==> src/rtl/rst_seq_ctrl.sv <==
module rst_seq_ctrl #(
  parameter int         BASE_LOG2 = 12,
  parameter int         OPT_W     = 8,
  parameter logic [1:0] INT_MODE  = 2'b00
) (
  input  logic             clk,
  input  logic             por_n,
  input  logic             ext_rst_n,
  input  logic             wdg_req,
  input  logic             lvd_req,
  input  logic             supply_ok,
  input  logic [1:0]       clk_mode,
  input  logic [OPT_W-1:0] wake_opt,
  output logic             osc_en,
  output logic             core_rst_n,
  output logic [3:0]       rst_cause
);

  localparam int CNT_W = OPT_W + BASE_LOG2 + 1;
  localparam logic [CNT_W-1:0] BASE_LAST = CNT_W'((1 << BASE_LOG2) - 1);

  typedef enum logic [1:0] {S_WAIT, S_BASE, S_EXT, S_RUN} st_t;

  st_t              state;
  logic [CNT_W-1:0] cnt;
  logic [1:0]       sync_q;

  wire cold    = ~por_n | ~ext_rst_n;
  wire warm    = wdg_req | lvd_req;
  wire arst    = cold | warm;
  wire ext_clk = clk_mode != INT_MODE;
  wire release_ok = (state == S_RUN) && !warm;
  wire [CNT_W-1:0] ext_last = ((CNT_W'(wake_opt) + CNT_W'(1)) << BASE_LOG2) - CNT_W'(1);

  always_ff @(posedge clk or posedge cold) begin
    if (cold) begin
      state <= S_WAIT;
      cnt   <= '0;
    end else begin
      unique case (state)
        S_WAIT: if (supply_ok) begin
          state <= S_BASE;
          cnt   <= BASE_LAST;
        end
        S_BASE, S_EXT: begin
          if (warm) begin
            state <= S_BASE;
            cnt   <= BASE_LAST;
          end else if (cnt != '0) begin
            cnt <= cnt - CNT_W'(1);
          end else if (state == S_BASE && ext_clk) begin
            state <= S_EXT;
            cnt   <= ext_last;
          end else begin
            state <= S_RUN;
          end
        end
        S_RUN: cnt <= '0;
        default: state <= S_WAIT;
      endcase
    end
  end

  always_ff @(posedge clk or posedge arst) begin
    if (arst) sync_q <= 2'b00;
    else      sync_q <= {sync_q[0], release_ok};
  end

  always_ff @(posedge clk or negedge por_n) begin
    if (!por_n)    rst_cause <= 4'b0001;
    else if (arst) rst_cause <= {lvd_req, wdg_req, ~ext_rst_n, 1'b0};
  end

  assign osc_en     = state != S_WAIT;
  assign core_rst_n = sync_q[1];

  assert_req_holds_core_R1: assert property (@(posedge clk)
    (cold | warm) |-> !core_rst_n);

  assert_cold_stops_osc_R2: assert property (@(posedge clk)
    cold |-> !osc_en);

  assert_wait_supply_R2: assert property (@(posedge clk) disable iff (cold)
    (!osc_en && !supply_ok) |=> !osc_en);

  assert_run_keeps_zero_R3: assert property (@(posedge clk) disable iff (arst)
    (state == S_RUN) |=> (cnt == '0));

  assert_release_via_sync_R6: assert property (@(posedge clk) disable iff (arst)
    $rose(core_rst_n) |-> $past(sync_q[0]));

  assert_cause_hold_R7: assert property (@(posedge clk) disable iff (arst)
    !$past(arst) |-> $stable(rst_cause));

endmodule

==> config.mk <==
export PLATFORM = sky130hd
export DESIGN_NAME = rst_seq_ctrl
export DESIGN_NICKNAME = d
export VERILOG_FILES = /design/src/rtl/rst_seq_ctrl.sv
export SDC_FILE = /design/constraint.sdc
export NUM_CORES = 1
export LEC_CHECK = 0
export ABC_AREA = 1
export BUFFER_PORTS_ARGS = -buffer_cell sky130_fd_sc_hd__buf_2
export CORE_ASPECT_RATIO = 0.6
export CORE_MARGIN = 3
export CORE_UTILIZATION = 55
export CTS_CLUSTER_SIZE = 16
export DETAILED_ROUTE_END_ITERATION = 10
export HOLD_SLACK_MARGIN = 0.06
export MAX_ROUTING_LAYER = met4
export PLACE_DENSITY = 0.75
export SYNTH_ARGS = -nofsm -noshare
export SYNTH_HDL_FRONTEND = slang
export SYNTH_SLANG_ARGS = --single-unit
==> constraint.sdc <==
create_clock -name clk -period 4.4 [get_ports clk]
set_input_delay 0.22 -clock clk [delete_from_list [all_inputs] [get_ports clk]]
set_output_delay 0.22 -clock clk [all_outputs]
set_load 0.02 [all_outputs]
# ---- After elaboration in Yosys (flattened, before gate mapping)
# Index checks and enable logic that the tools add are counted.
dict set report op_classes {
  n_eq_ne 6
  reduce_logical 11
  n_addsub 3
  bitwise_logic 5
  muxes 10
}
# cell count
set op_table {}
lappend op_table {{$mux W21} 4}
lappend op_table {{$pmux W21 S3} 1}
lappend op_table {{$sub A21 B1 Y21 const B} 2}
lappend op_table {{$reduce_bool A21 Y1} 1}
lappend op_table {{$add A8 B1 Y9 const B} 1}
lappend op_table {{$mux W2} 3}
lappend op_table {{$reduce_bool A2 Y1} 3}
lappend op_table {{$eq A2 B2 Y1 const B} 2}
lappend op_table {{$ne A4 B4 Y1 const B} 1}
lappend op_table {{$pmux W2 S2} 1}
lappend op_table {{$ne A3 B3 Y1 const B} 1}
lappend op_table {{$or A1 B1 Y1} 3}
lappend op_table {{$reduce_and A3 Y1} 1}
lappend op_table {{$eq A2 B1 Y1 const B} 1}
lappend op_table {{$logic_and A1 B1 Y1} 2}
lappend op_table {{$logic_not A2 Y1} 1}
lappend op_table {{$ne A2 B2 Y1 const B} 1}
lappend op_table {{$not A1 Y1} 2}
lappend op_table {{$reduce_and A2 Y1} 1}
lappend op_table {{$reduce_or A2 Y1} 1}
lappend op_table {{$logic_not A1 Y1} 1}
lappend op_table {{$mux W1} 1}
dict set report totals {
  output_inout_bits 6
  input_bits 16
  word_cells 39
  regBits 29
}

# ---- Longest topological paths before layout
# Gate-level depths: netlist of the first run.
dict set report logic_depth {
  ltp_word 6
  depth_mapped 13
  ltp_nobuf 13
}

# ---- Least setup slack after synthesis of the first run
# OpenSTA, ideal clock, no wires.
dict set report synth_path {
  path_kind {register to register}
  start {reg state[0]}
  end {reg cnt[7]}
  period_less_slack_ps 1664
  n_path_buf 1
  setup_ps 126
  arrival_ps 1538
  required_time_ps 4274
  path_slack_ps 2736
  stages_incl_launch_ff 11
  path_cell_list {dfrtp_1 > inv_1 > ha_1 > nand2_2 > nor2_1 > nand4_4 > nand2_2 > inv_2 > buf_6 > nor2_1 > a21oi_2}
}
dict set report synth_via {
  elab_chain_len 4
  word_cells_on_any_way 10
  classes_between {eq/ne (5); mux (1); reduce/logical (4)}
}
# element line_no
set synth_lines {}
lappend synth_lines {{start: declaration} 24} ;# st_t state;
lappend synth_lines {{start signal: assignment} 37} ;# state <= S_WAIT;
lappend synth_lines {{start signal: assignment} 42} ;# state <= S_BASE;
lappend synth_lines {{start signal: assignment} 47} ;# state <= S_BASE;
lappend synth_lines {{$eq A2 B1 Y1 / $eq A2 B2 Y1 (equally long branches)} {40, 51}}
lappend synth_lines {{$reduce_or A2 Y1 / $logic_and A1 B1 Y1 (equally long branches)} {40, 51}}
lappend synth_lines {{$ne A4 B4 Y1 (no source line)} -}
lappend synth_lines {{$reduce_and A2 Y1 (no source line)} -}
lappend synth_lines {{end signal: assignment} 50} ;# cnt <= cnt - CNT_W'(1);
lappend synth_lines {{end signal: assignment} 53} ;# cnt <= ext_last;
lappend synth_lines {{end: declaration} 25} ;# logic [CNT_W-1:0] cnt;
# Parallel ways exist; a longest one is shown, timed or not.
# A chain may end at the register's enable or synchronous reset.

# ---- Worst setup path in the final report of the first run
dict set report layout_path {
  start {reg state[0]}
  end {reg cnt[9]}
}
# The elaborated chain is that of the path after synthesis.

==> impl_metrics.env, run 1 <==
export IMPL_r2r_end="cnt[9]"
export IMPL_syn_cell_area_mm2=0.00231
export IMPL_start_kind="flip-flop"
export IMPL_finClkSkew_ns=0.00436
export IMPL_fin_nets=387
export IMPL_drtIter0Drc=161
export IMPL_synth_seq_cells=29
export IMPL_grtUsageMet3_pct=4.55
export IMPL_firstDrtPassIters=5
export IMPL_syn_avg_cell_area_um2=6.83
export IMPL_place_gp_congestion=0.947
export IMPL_dieArea_mm2=0.00505
export IMPL_start_util_pct=60.1
export IMPL_synth_cell_types=32
export IMPL_p_leak_nw=1.32
export IMPL_min_period_ns=2.43
export IMPL_vdd_ir_drop_max_mv=0.192
export IMPL_grt_pass1_vias=1964
export IMPL_synth_main_ff_cell="dfrtp_1"
export IMPL_rsz0062_at_grt="false"
export IMPL_yosysSeqAreaShare_pct=31.4
export IMPL_relSlewSlack_pct=36.5
export IMPL_syn_num_nets=362
export IMPL_hpwl_um=4320
export IMPL_route_detailed_drc=0
export IMPL_timing_fmax_mhz=411
export IMPL_async_flop_share_pct=100
export IMPL_antenna_cells=0
export IMPL_rrSetupSlack_ns=1.97
export IMPL_overflow=0
export IMPL_hp_class="in -> reg"
export IMPL_finalSetupTns_ns=0
export IMPL_synth_warnings=0
export IMPL_fp_dieW_um=89.8
export IMPL_end_kind="flip-flop"
export IMPL_cts_root_buf="clkbuf_8"
export IMPL_antenna_found_initial=0
export IMPL_postSynthCellCount=339
export IMPL_required_ns=4.54
export IMPL_grt_busiest_layer="met1"
export IMPL_timing_rr_start="state[0]"
export IMPL_route_antenna_remaining_nets=0
export IMPL_row_count=17
export IMPL_hold_end="rst_cause[3]"
export IMPL_drive_gt1_share_pct=16.4
export IMPL_finalHoldViolCount=0
export IMPL_fillCellCount=361
export IMPL_track_usage_pct=23.6
export IMPL_wl_per_cell_um=13.0
export IMPL_cts_max_level=2
export IMPL_cts_tree="yes"
export IMPL_core_mm2=0.00385
export IMPL_area_delta_synth_final_pct=10.8
export IMPL_io_pins=22
export IMPL_cts_buffers=5
export IMPL_cts_resized=0
export IMPL_finalSetupViolCount=0
export IMPL_cp_arrival_ns=2.57
export IMPL_cts_sinks=29
export IMPL_grt_pass1_wl_um=9370
export IMPL_grt_max_degree=26
export IMPL_powerDensity_mw_per_mm2=296
export IMPL_hp_start="lvd_req"
export IMPL_tightest_slew_ns=0.952
export IMPL_period_share_pct=55.3
export IMPL_cp_max_fo=15
export IMPL_synth_edf_count=0
export IMPL_slew_violations=0
export IMPL_portBuffers=21
export IMPL_die_h_um=56.3
export IMPL_maxCapViolations=0
export IMPL_r2r_cells=8
export IMPL_grtUsageMet2_pct=28.7
export IMPL_grtUsageMet1_pct=38.8
export IMPL_totalWireLength_um=5500
export IMPL_whs_path_depth=2
export IMPL_cts_hold_buf=2
export IMPL_path_clk_slew_ns=0.07
export IMPL_post_cts_setup_buffers=0
export IMPL_placed_area_mm2=0.00244
export IMPL_clkLatencyLatePin_ns=0.28
export IMPL_critPathKind="reg -> reg"
export IMPL_vias=2202
export IMPL_detail_route_vias_per_cell=5.22
export IMPL_cts_buffer_depth=2
export IMPL_status="completed"
export IMPL_final_cell_area_mm2=0.00256
[registers in the layout, summed over array words and instances, names as in the netlist]
signal     cells
cnt           21
state          2
sync_q         2
rst_cause      4
[cells in the final DEF (no fill, tap or decap), types with 2 or more instances in the layout]
cell	netlist	layout
dfrtp_1	28	28
o21bai_1	4	4
nand4_1	7	7
nand2_1	93	93
o21ai_0	15	15
a21oi_1	5	5
nand3_1	32	32
a21oi_2	3	3
ha_1	7	7
nand2_2	6	6
nor2_2	8	8
nand3b_1	3	3
buf_2	0	21
a22oi_2	5	5
o22ai_1	4	4
inv_1	43	43
xor2_1	8	8
clkbuf_8	0	7
dlygate4sd3_1	0	2
nor2_1	51	51
nor2_4	2	2
[logic make-up (layout without fill, tap and decap cells)]
family	after synthesis	in the layout	synth area share [%]
buf+inv	50	76	9.62
fa+ha+maj	7	7	3.78
simple gates	206	206	40.7
compound gates	39	39	11.5
flops	29	29	31.4
xor+xnor	8	8	3.03
[worst max path at each step]
stage / start / to / slack (ns) / depth (start not counted)
3_3_place_gp: state[0] / cnt[11] / 2.07 / 8
6_report: state[0] / cnt[9] / 1.97 / 8
4_1_cts: state[0] / cnt[9] / 1.93 / 8
2_1_floorplan: state[0] / cnt[7] / 2.74 / 10
3_5_place_dp: state[0] / cnt[9] / 1.98 / 8
5_1_grt: state[0] / cnt[9] / 1.75 / 8
[where the power goes]
group          internal (mW)  switching [mW]  leakage, nW
sequential             0.298          0.0327        0.353
combinational         0.0648           0.115        0.914
clock                  0.141           0.107       0.0542
[critical path, stage by stage (launching register included)]
cell and delay [ns]:
dfrtp_1 0.38, inv_1 0.09, ha_1 0.49, nand2_2 0.18, nor2_1 0.08, nand4_4 0.10
nand2_2 0.20, nor2_2 0.61, a21oi_1 0.15
[through the flow]
stage	std cells	worst slack (ns)	utilization, %	power, mW	hold WS [ns]
floorplan	339	2.74	-	0.466	-0.0756
global placement	412	2.07	63.4	0.509	0.0344
detailed placement	412	1.98	63.4	0.511	0.0346
CTS	422	1.93	66.6	0.759	0.179
global route	422	1.75	66.6	0.809	0.171
finish	422	1.97	66.6	0.759	0.176
[layout make-up]
type / instances / area (µm²) / area share [%]
flip-flops and latches: 29 / 727 / 28.4
inverters: 45 / 174 / 6.78
clock inverters: 1 / 5.00 / 0.195
clock buffers: 7 / 96.3 / 3.76
repair buffers: 23 / 125 / 4.88
well taps: 57 / 71.3 / 2.78
multi-input cells: 260 / 1370 / 53.2
[cells in the mapped netlist (2+ instances only)]
cell | count | share of area (%)
nand4_1 | 7 | 1.9
nand3_1 | 32 | 6.9
o21bai_1 | 4 | 1.3
nand3b_1 | 3 | 0.97
a22oi_2 | 5 | 2.7
buf_6 | 2 | 0.97
ha_1 | 7 | 3.8
o22ai_1 | 4 | 1.1
nor2_2 | 8 | 2.2
nand2_2 | 6 | 1.6
inv_1 | 43 | 7.0
dfrtp_1 | 28 | 30
xor2_1 | 8 | 3.0
o21ai_0 | 15 | 3.2
a21oi_2 | 3 | 1.1
a21oi_1 | 5 | 1.1
nand2_1 | 93 | 15
nor2_4 | 2 | 0.97
nor2_1 | 51 | 8.3
[routing by layer]
metal / vias up / part of all wire (%)
met5: - / 0
met4: 0 / 0.62
met3: 7 / 8.8
met2: 87 / 36
met1: 970 / 54
li1: 1138 / -
Power figures use the tool's default switching activity.
==> inputs of run 2 (changes only) <==
--- a/config.mk
+++ b/config.mk
@@ -9,12 +9,12 @@
 export BUFFER_PORTS_ARGS = -buffer_cell sky130_fd_sc_hd__buf_2
 export CORE_ASPECT_RATIO = 0.6
 export CORE_MARGIN = 3
-export CORE_UTILIZATION = 55
+export CORE_UTILIZATION = 54
 export CTS_CLUSTER_SIZE = 16
 export DETAILED_ROUTE_END_ITERATION = 10
 export HOLD_SLACK_MARGIN = 0.06
 export MAX_ROUTING_LAYER = met4
-export PLACE_DENSITY = 0.75
+export PLACE_DENSITY = 0.77
 export SYNTH_ARGS = -nofsm -noshare
 export SYNTH_HDL_FRONTEND = slang
 export SYNTH_SLANG_ARGS = --single-unit
==> constraint.sdc (replaced) <==
create_clock -name clk -period 2.2 [get_ports clk]
set_input_delay 0.11 -clock clk [delete_from_list [all_inputs] [get_ports clk]]
set_output_delay 0.11 -clock clk [all_outputs]
set_load 0.02 [all_outputs]
==> run 2 against run 1 <==
First-iteration DRC count down 12%. Die area up 1.7%. Maximum frequency up 32%. Hold slack worse by 0.11 ns. Sequential share of layout area down 0.097 points. Power up 93%. Combinational power up 100%. Register-to-register slack worse by 1.6 ns. Critical path depth up 1. Critical path type unchanged. Wire length down 1.3%.
==> impl_metrics.env, run 2 (synthesis gave the netlist of run 1 again) <==
export IMPL_powerDensity_mw_per_mm2=568
export IMPL_multi_input_area_mm2=0.00137
export IMPL_final_cells=425
export IMPL_antenna_found_initial=0
export IMPL_final_cell_mix="nand2_1 (93), nor2_1 (51), inv_1 (43), nand3_1 (32), dfrtp_1 (28)"
export IMPL_grt_max_degree=26
export IMPL_min_period_ns=1.84
export IMPL_portBuffers=21
export IMPL_top_register="cnt"
export IMPL_fp_dieW_um=90.5
export IMPL_power_mw=1.46
export IMPL_clkLatencyLatePin_ns=0.28
export IMPL_cp_arrival_ns=1.99
export IMPL_vdd_ir_drop_max_mv=0.373
export IMPL_finalHoldViolCount=0
export IMPL_placed_area_mm2=0.00246
export IMPL_wl_per_cell_um=12.8
export IMPL_track_usage_pct=23.7
export IMPL_firstDrtPassIters=4
export IMPL_detail_route_vias_per_cell=5.24
export IMPL_route_antenna_remaining_nets=0
export IMPL_cts_root_buf="clkbuf_8"
export IMPL_start_kind="flip-flop"
export IMPL_relSlewSlack_pct=73.1
export IMPL_totalWireLength_um=5430
export IMPL_rsz0062_at_grt="false"
export IMPL_dieArea_mm2=0.00513
export IMPL_timing_fmax_mhz=543
export IMPL_status="completed"
export IMPL_hpwl_um=4270
export IMPL_final_cell_area_mm2=0.00257
export IMPL_period_share_pct=83.6
export IMPL_critPathKind="reg -> reg"
export IMPL_start_util_pct=59.5
export IMPL_fin_nets=390
export IMPL_vias=2227
export IMPL_hp_start="lvd_req"
export IMPL_path_clk_slew_ns=0.07
export IMPL_required_ns=2.35
export IMPL_rrSetupSlack_ns=0.36
export IMPL_area_delta_synth_final_pct=11.1
export IMPL_row_count=17
export IMPL_io_pins=22
export IMPL_r2r_end="cnt[7]"
export IMPL_route_detailed_drc=0
export IMPL_r2r_cells=9
export IMPL_seq_area_um2=727
export IMPL_whs_path_depth=2
export IMPL_slew_violations=0
export IMPL_tightest_slew_ns=0.403
export IMPL_maxCapViolations=0
export IMPL_finalSetupTns_ns=0
export IMPL_grt_pass1_wl_um=9540
export IMPL_layout_commonest_cell="nand2_1"
export IMPL_grt_pass1_vias=1995
export IMPL_antenna_cells=0
export IMPL_die_h_um=56.7
export IMPL_overflow=0
export IMPL_finClkSkew_ns=0.0102
export IMPL_drive_gt1_share_pct=16.8
export IMPL_core_mm2=0.00389
export IMPL_post_cts_setup_buffers=0
export IMPL_cts_tree="yes"
export IMPL_cts_max_level=2
export IMPL_place_gp_congestion=0.913
export IMPL_p_leak_nw=1.33
export IMPL_cts_buffers=5
export IMPL_dp_cells=415
export IMPL_fillCellCount=342
export IMPL_hold_end="rst_cause[3]"
export IMPL_finalSetupViolCount=0
export IMPL_cts_buffer_depth=2
export IMPL_end_kind="flip-flop"
export IMPL_timing_rr_start="state[0]"
export IMPL_cts_sinks=29
export IMPL_reg_top3="cnt (21), rst_cause (4)"
export IMPL_cp_max_fo=12
export IMPL_largest_reg_flops=21
export IMPL_drtIter0Drc=142
export IMPL_hp_class="in -> reg"
==> run 2: repair_timing <==
| action | 4_1_cts | 5_1_grt |
|---|---|---|
| hold buffers | 2 | 0 |
| gates resized for setup | 0 | 1 |
| setup endpoints to repair | 0 | 5 |
| endpoints found under the hold margin | 30 | 0 |
==> run 2: worst max path at each step <==
stage / slack [ns] / endpoint / startpoint / cells after the start
2_1_floorplan: 0.54 / cnt[7] / state[0] / 10
3_3_place_gp: 0.23 / cnt[9] / state[0] / 8
3_5_place_dp: 0.15 / cnt[9] / state[0] / 8
4_1_cts: 0.12 / cnt[6] / state[0] / 8
5_1_grt: 0.22 / cnt[6] / state[1] / 9
6_report: 0.36 / cnt[7] / state[0] / 9
==> run 2: layout make-up <==
class | count | area share [%]
inverter | 45 | 6.76
sequential | 29 | 28.3
multi-input combinational | 260 | 53.3
clock inverter | 2 | 0.389
timing repair buffer | 26 | 5.74
tap | 57 | 2.77
clock buffer | 6 | 2.82
==> run 2: where the power goes <==
part | internal, mW | total [mW] | switching, mW
clock | 0.219 | 0.431 | 0.212
sequential | 0.596 | 0.664 | 0.0679
combinational | 0.136 | 0.366 | 0.230
==> run 2: layer usage <==
layer	wire length (µm)	vias to the layer above	global-route usage (%)
met5	0	-	-
met4	51	0	4.58
met3	481	8	6.43
met2	1980	68	30.5
met1	2920	1009	36.4
li1	-	1142	-
==> run 2: critical path: stages, from the launching register on <==
cell and delay [ns]:
dfrtp_1 0.38, inv_1 0.09, ha_1 0.32, nand2_2 0.08, nor2_1 0.20, nand4_4 0.14
nand2_2 0.17, inv_2 0.15, nor2_1 0.14, a21oi_2 0.04
==> run 2: through the flow <==
| stage | hold slack [ns] | utilization [%] | worst slack, ns |
|---|---|---|---|
| detailed placement | -0.0718 | 63.3 | 0.151 |
| floorplan | -0.186 | - | 0.536 |
| CTS | 0.0616 | 66.0 | 0.115 |
| global route | 0.0741 | 66.1 | 0.219 |
| finish | 0.0655 | 66.1 | 0.360 |
| global placement | -0.0750 | 63.3 | 0.229 |
==> inputs of run 3 (changes only) <==
==> config.mk (replaced) <==
export PLATFORM = sky130hd
export DESIGN_NAME = rst_seq_ctrl
export DESIGN_NICKNAME = d
export VERILOG_FILES = /design/src/rtl/rst_seq_ctrl.sv
export SDC_FILE = /design/constraint.sdc
export NUM_CORES = 1
export LEC_CHECK = 0
export ABC_AREA = 0
export BUFFER_PORTS_ARGS = -buffer_cell sky130_fd_sc_hd__buf_2
export CORE_ASPECT_RATIO = 0.6
export CORE_MARGIN = 3
export CORE_UTILIZATION = 55
export CTS_CLUSTER_SIZE = 16
export DETAILED_ROUTE_END_ITERATION = 10
export HOLD_SLACK_MARGIN = 0.06
export MAX_ROUTING_LAYER = met4
export PLACE_DENSITY = 0.75
export SYNTH_ARGS = -nofsm -noshare
export SYNTH_HDL_FRONTEND = slang
export SYNTH_SLANG_ARGS = --single-unit
==> constraint.sdc (replaced) <==
create_clock -name clk -period 1.72 [get_ports clk]
set_input_delay 0.086 -clock clk [delete_from_list [all_inputs] [get_ports clk]]
set_output_delay 0.086 -clock clk [all_outputs]
set_load 0.02 [all_outputs]
==> run 3 against run 2 <==
Non-clock buffer count increased by 91. Largest power group unchanged. Hold slack improved by 0.027 ns. First-iteration DRC count grew to 7.5 times the previous value. Sequential power increased by 4.5%. Area after synthesis shrank 8.4%. The run now ends with design-rule violations, negative setup slack left. Power increased by 12%. Wire length increased by 120%. Combinational power is 12% lower. Via count rose by 47%. Sequential share of layout area down 6.6 points. Synthesized cell count decreased by 26%. Clock skew is 0.0020 ns lower.
==> impl_metrics.env, run 3 <==
export IMPL_min_period_ns=2.64
export IMPL_comb_power_share_pct=19.7
export IMPL_finalSetupViolCount=24
export IMPL_cts_buffers=5
export IMPL_row_count=16
export IMPL_async_flop_share_pct=100
export IMPL_yosysTopAreaCell="dfrtp_1"
export IMPL_syn_cell_area_mm2=0.00212
export IMPL_powerDensity_mw_per_mm2=487
export IMPL_largest_reg_flops=21
export IMPL_synth_cell_types=59
export IMPL_p_switching_mw=0.495
export IMPL_slowest_delay_ns=0.43
export IMPL_finalHoldViolCount=0
export IMPL_io_pins=22
export IMPL_rsz0062_at_grt="true"
export IMPL_layout_commonest_cell="buf_4"
export IMPL_grtUsageMet2_pct=69.2
export IMPL_route_detailed_drc=76
export IMPL_place_gp_congestion=0.983
export IMPL_placed_area_mm2=0.00280
export IMPL_failed_checks="design-rule violations, negative setup slack"
export IMPL_fillCellCount=55
export IMPL_grt_busiest_layer="met2"
export IMPL_grt_max_degree=24
export IMPL_die_h_um=54.1
export IMPL_netlist_top_cells_count="nor2_1 (29), dfrtp_1 (28), a21oi_1 (22)"
export IMPL_hpwl_um=5070
export IMPL_cp_max_fo=4
export IMPL_tightest_slew_ns=0.683
export IMPL_reg_top3="cnt (21), rst_cause (4)"
export IMPL_relSlewSlack_pct=54.1
export IMPL_antenna_cells=0
export IMPL_final_cell_mix="buf_4 (79), dfrtp_1 (28), buf_2 (22), nor2_1 (20), a21oi_1 (14)"
export IMPL_cp_top_family="simple AND/OR/NAND/NOR gates"
export IMPL_slew_violations=0
export IMPL_area_delta_synth_final_pct=58.5
export IMPL_critPathKind="reg -> reg"
export IMPL_top_register="cnt"
export IMPL_synth_warnings=0
export IMPL_hp_class="in -> reg"
export IMPL_syn_num_nets=273
export IMPL_grtUsageMet3_pct=17.4
export IMPL_vdd_ir_drop_max_mv=0.434
export IMPL_power_mw=1.64
export IMPL_fin_nets=386
export IMPL_wl_per_cell_um=29.2
export IMPL_overflow=0
export IMPL_synth_area_leaders="dfrtp_1 (33%), a21oi_1 (5.2%), nor2_1 (5.1%)"
export IMPL_pwr_share_seq_pct=42.4
export IMPL_synth_main_ff_cell="dfrtp_1"
export IMPL_cp_arrival_ns=2.86
export IMPL_path_clk_slew_ns=0.07
export IMPL_fin_util_pct=97.1
export IMPL_cts_sinks=29
export IMPL_totalWireLength_um=11900
export IMPL_drtIter0Drc=1064
export IMPL_synth_top_area_share_pct=33.0
export IMPL_slowest_stage="or3_4"
export IMPL_start_util_pct=61.2
export IMPL_synth_edf_count=0
export IMPL_p_int_mw=1.14
export IMPL_p_leak_nw=1.53
export IMPL_fp_dieW_um=86.2
export IMPL_postSynthCellCount=250
export IMPL_cts_root_buf="clkbuf_8"
export IMPL_yosys_cell_count_top_type="nor2_1"
export IMPL_antenna_found_initial=0
export IMPL_detail_route_vias_per_cell=8.00
export IMPL_timing_fmax_mhz=379
export IMPL_syn_avg_cell_area_um2=8.48
export IMPL_drive_gt1_share_pct=49.2
export IMPL_maxCapViolations=0
export IMPL_grt_pass1_wl_um=15000
export IMPL_grt_pass1_vias=2892
export IMPL_cp_num_buf_inv=1
export IMPL_finClkSkew_ns=0.00816
export IMPL_status="finished, violations left"
export IMPL_route_antenna_remaining_nets=0
export IMPL_dieArea_mm2=0.00466
export IMPL_grtUsageMet1_pct=51.9
export IMPL_cts_buffer_depth=2
export IMPL_required_ns=1.94
export IMPL_synth_seq_cells=29
export IMPL_rrSetupSlack_ns=-0.92
export IMPL_layout_setup_ws_ns=-0.921
export IMPL_firstDrtPassIters=11
export IMPL_end_kind="flip-flop"
export IMPL_period_share_pct=154
export IMPL_track_usage_pct=45.0
export IMPL_yosysSeqAreaShare_pct=34.3
export IMPL_vias=3271
export IMPL_core_mm2=0.00346
export IMPL_netSwitchingFraction_pct=30.2
export IMPL_crit_chain="inv_2 -> ha_4 -> or3b_4 -> or3_4 -> or3_1 -> mux2i_1 -> a2bb2oi_1 -> a21o_1"
export IMPL_start_kind="flip-flop"
export IMPL_clkLatencyLatePin_ns=0.29
export IMPL_final_cell_area_mm2=0.00336
export IMPL_portBuffers=21
export IMPL_cts_max_level=2
export IMPL_pwr_share_clk_pct=37.8
export IMPL_cts_tree="yes"
[run 3: metrics by stage]
step | TNS (ns) | worst slack [ns] | hold WS, ns | instances
after floorplan | -9.88 | -0.644 | -0.210 | 250
after global placement | -9.70 | -0.508 | -0.102 | 378
after detailed placement | -11.61 | -0.642 | -0.0986 | 378
after CTS | -7.52 | -0.646 | 0.106 | 400
after global routing | -16.31 | -0.836 | 0.103 | 409
final | -14.37 | -0.921 | 0.0923 | 409
[run 3: worst min-delay path, stage by stage]
cell	delay (ns)
buf_2	0.09
buf_4	0.12
nor3b_1	0.05
[run 3: timing repair]
| item | 4_1_cts | 5_1_grt |
|---|---|---|
| hold buffers | 2 | 2 |
| pin swaps | 29 | 11 |
| gates cloned | 2 | 0 |
| resized for setup | 57 | 20 |
| setup endpoints to repair | 23 | 26 |
| setup buffers | 11 | 8 |
| endpoints found under the hold margin | 28 | 2 |
[run 3: final cells by class]
type / count / area [µm²] / share of cell area (%)
clock buffer: 8 / 90.1 / 2.68
multi-input combinational: 201 / 1550 / 46.1
sequential: 29 / 727 / 21.6
tap: 45 / 56.3 / 1.67
timing repair buffer: 117 / 903 / 26.9
inverter: 9 / 33.8 / 1.00
[run 3: cells by family after synthesis]
family,share of synthesized area [%]
and+or+nand+nor,27.7
AOI/OAI and AO/OA,24.2
DFF,34.3
buffers and inverters,4.42
xor gates and xnor gates,3.30
adders and majority gates,4.13
muxes,1.89
[run 3: routing by layer]
| layer | vias to the layer above | part of all wire [%] |
|---|---|---|
| met5 | - | 0 |
| met4 | 0 | 12 |
| met3 | 219 | 19 |
| met2 | 480 | 39 |
| met1 | 1409 | 31 |
| li1 | 1163 | - |
[run 3: final timing paths]
check / start / to / cells past startpoint
max: state[1] / cnt[16] / 8
min: lvd_req / sync_q[0] / 3
max reg2reg: state[1] / cnt[16] / 8
min reg2reg: sync_q[0] / sync_q[1] / 0
max in group asynchronous: por_n / sync_q[1] / 5
min in group asynchronous: por_n / rst_cause[2] / 2
[run 3: power groups by stage]
stage / combinational, mW / sequential (mW) / clock [mW]
after CTS: 0.248 / 0.693 / 0.582
after global routing: 0.334 / 0.694 / 0.630
final: 0.323 / 0.694 / 0.619
after global placement: 0.211 / 0.705 / 0
after detailed placement: 0.215 / 0.706 / 0
after floorplan: 0.114 / 0.710 / 0
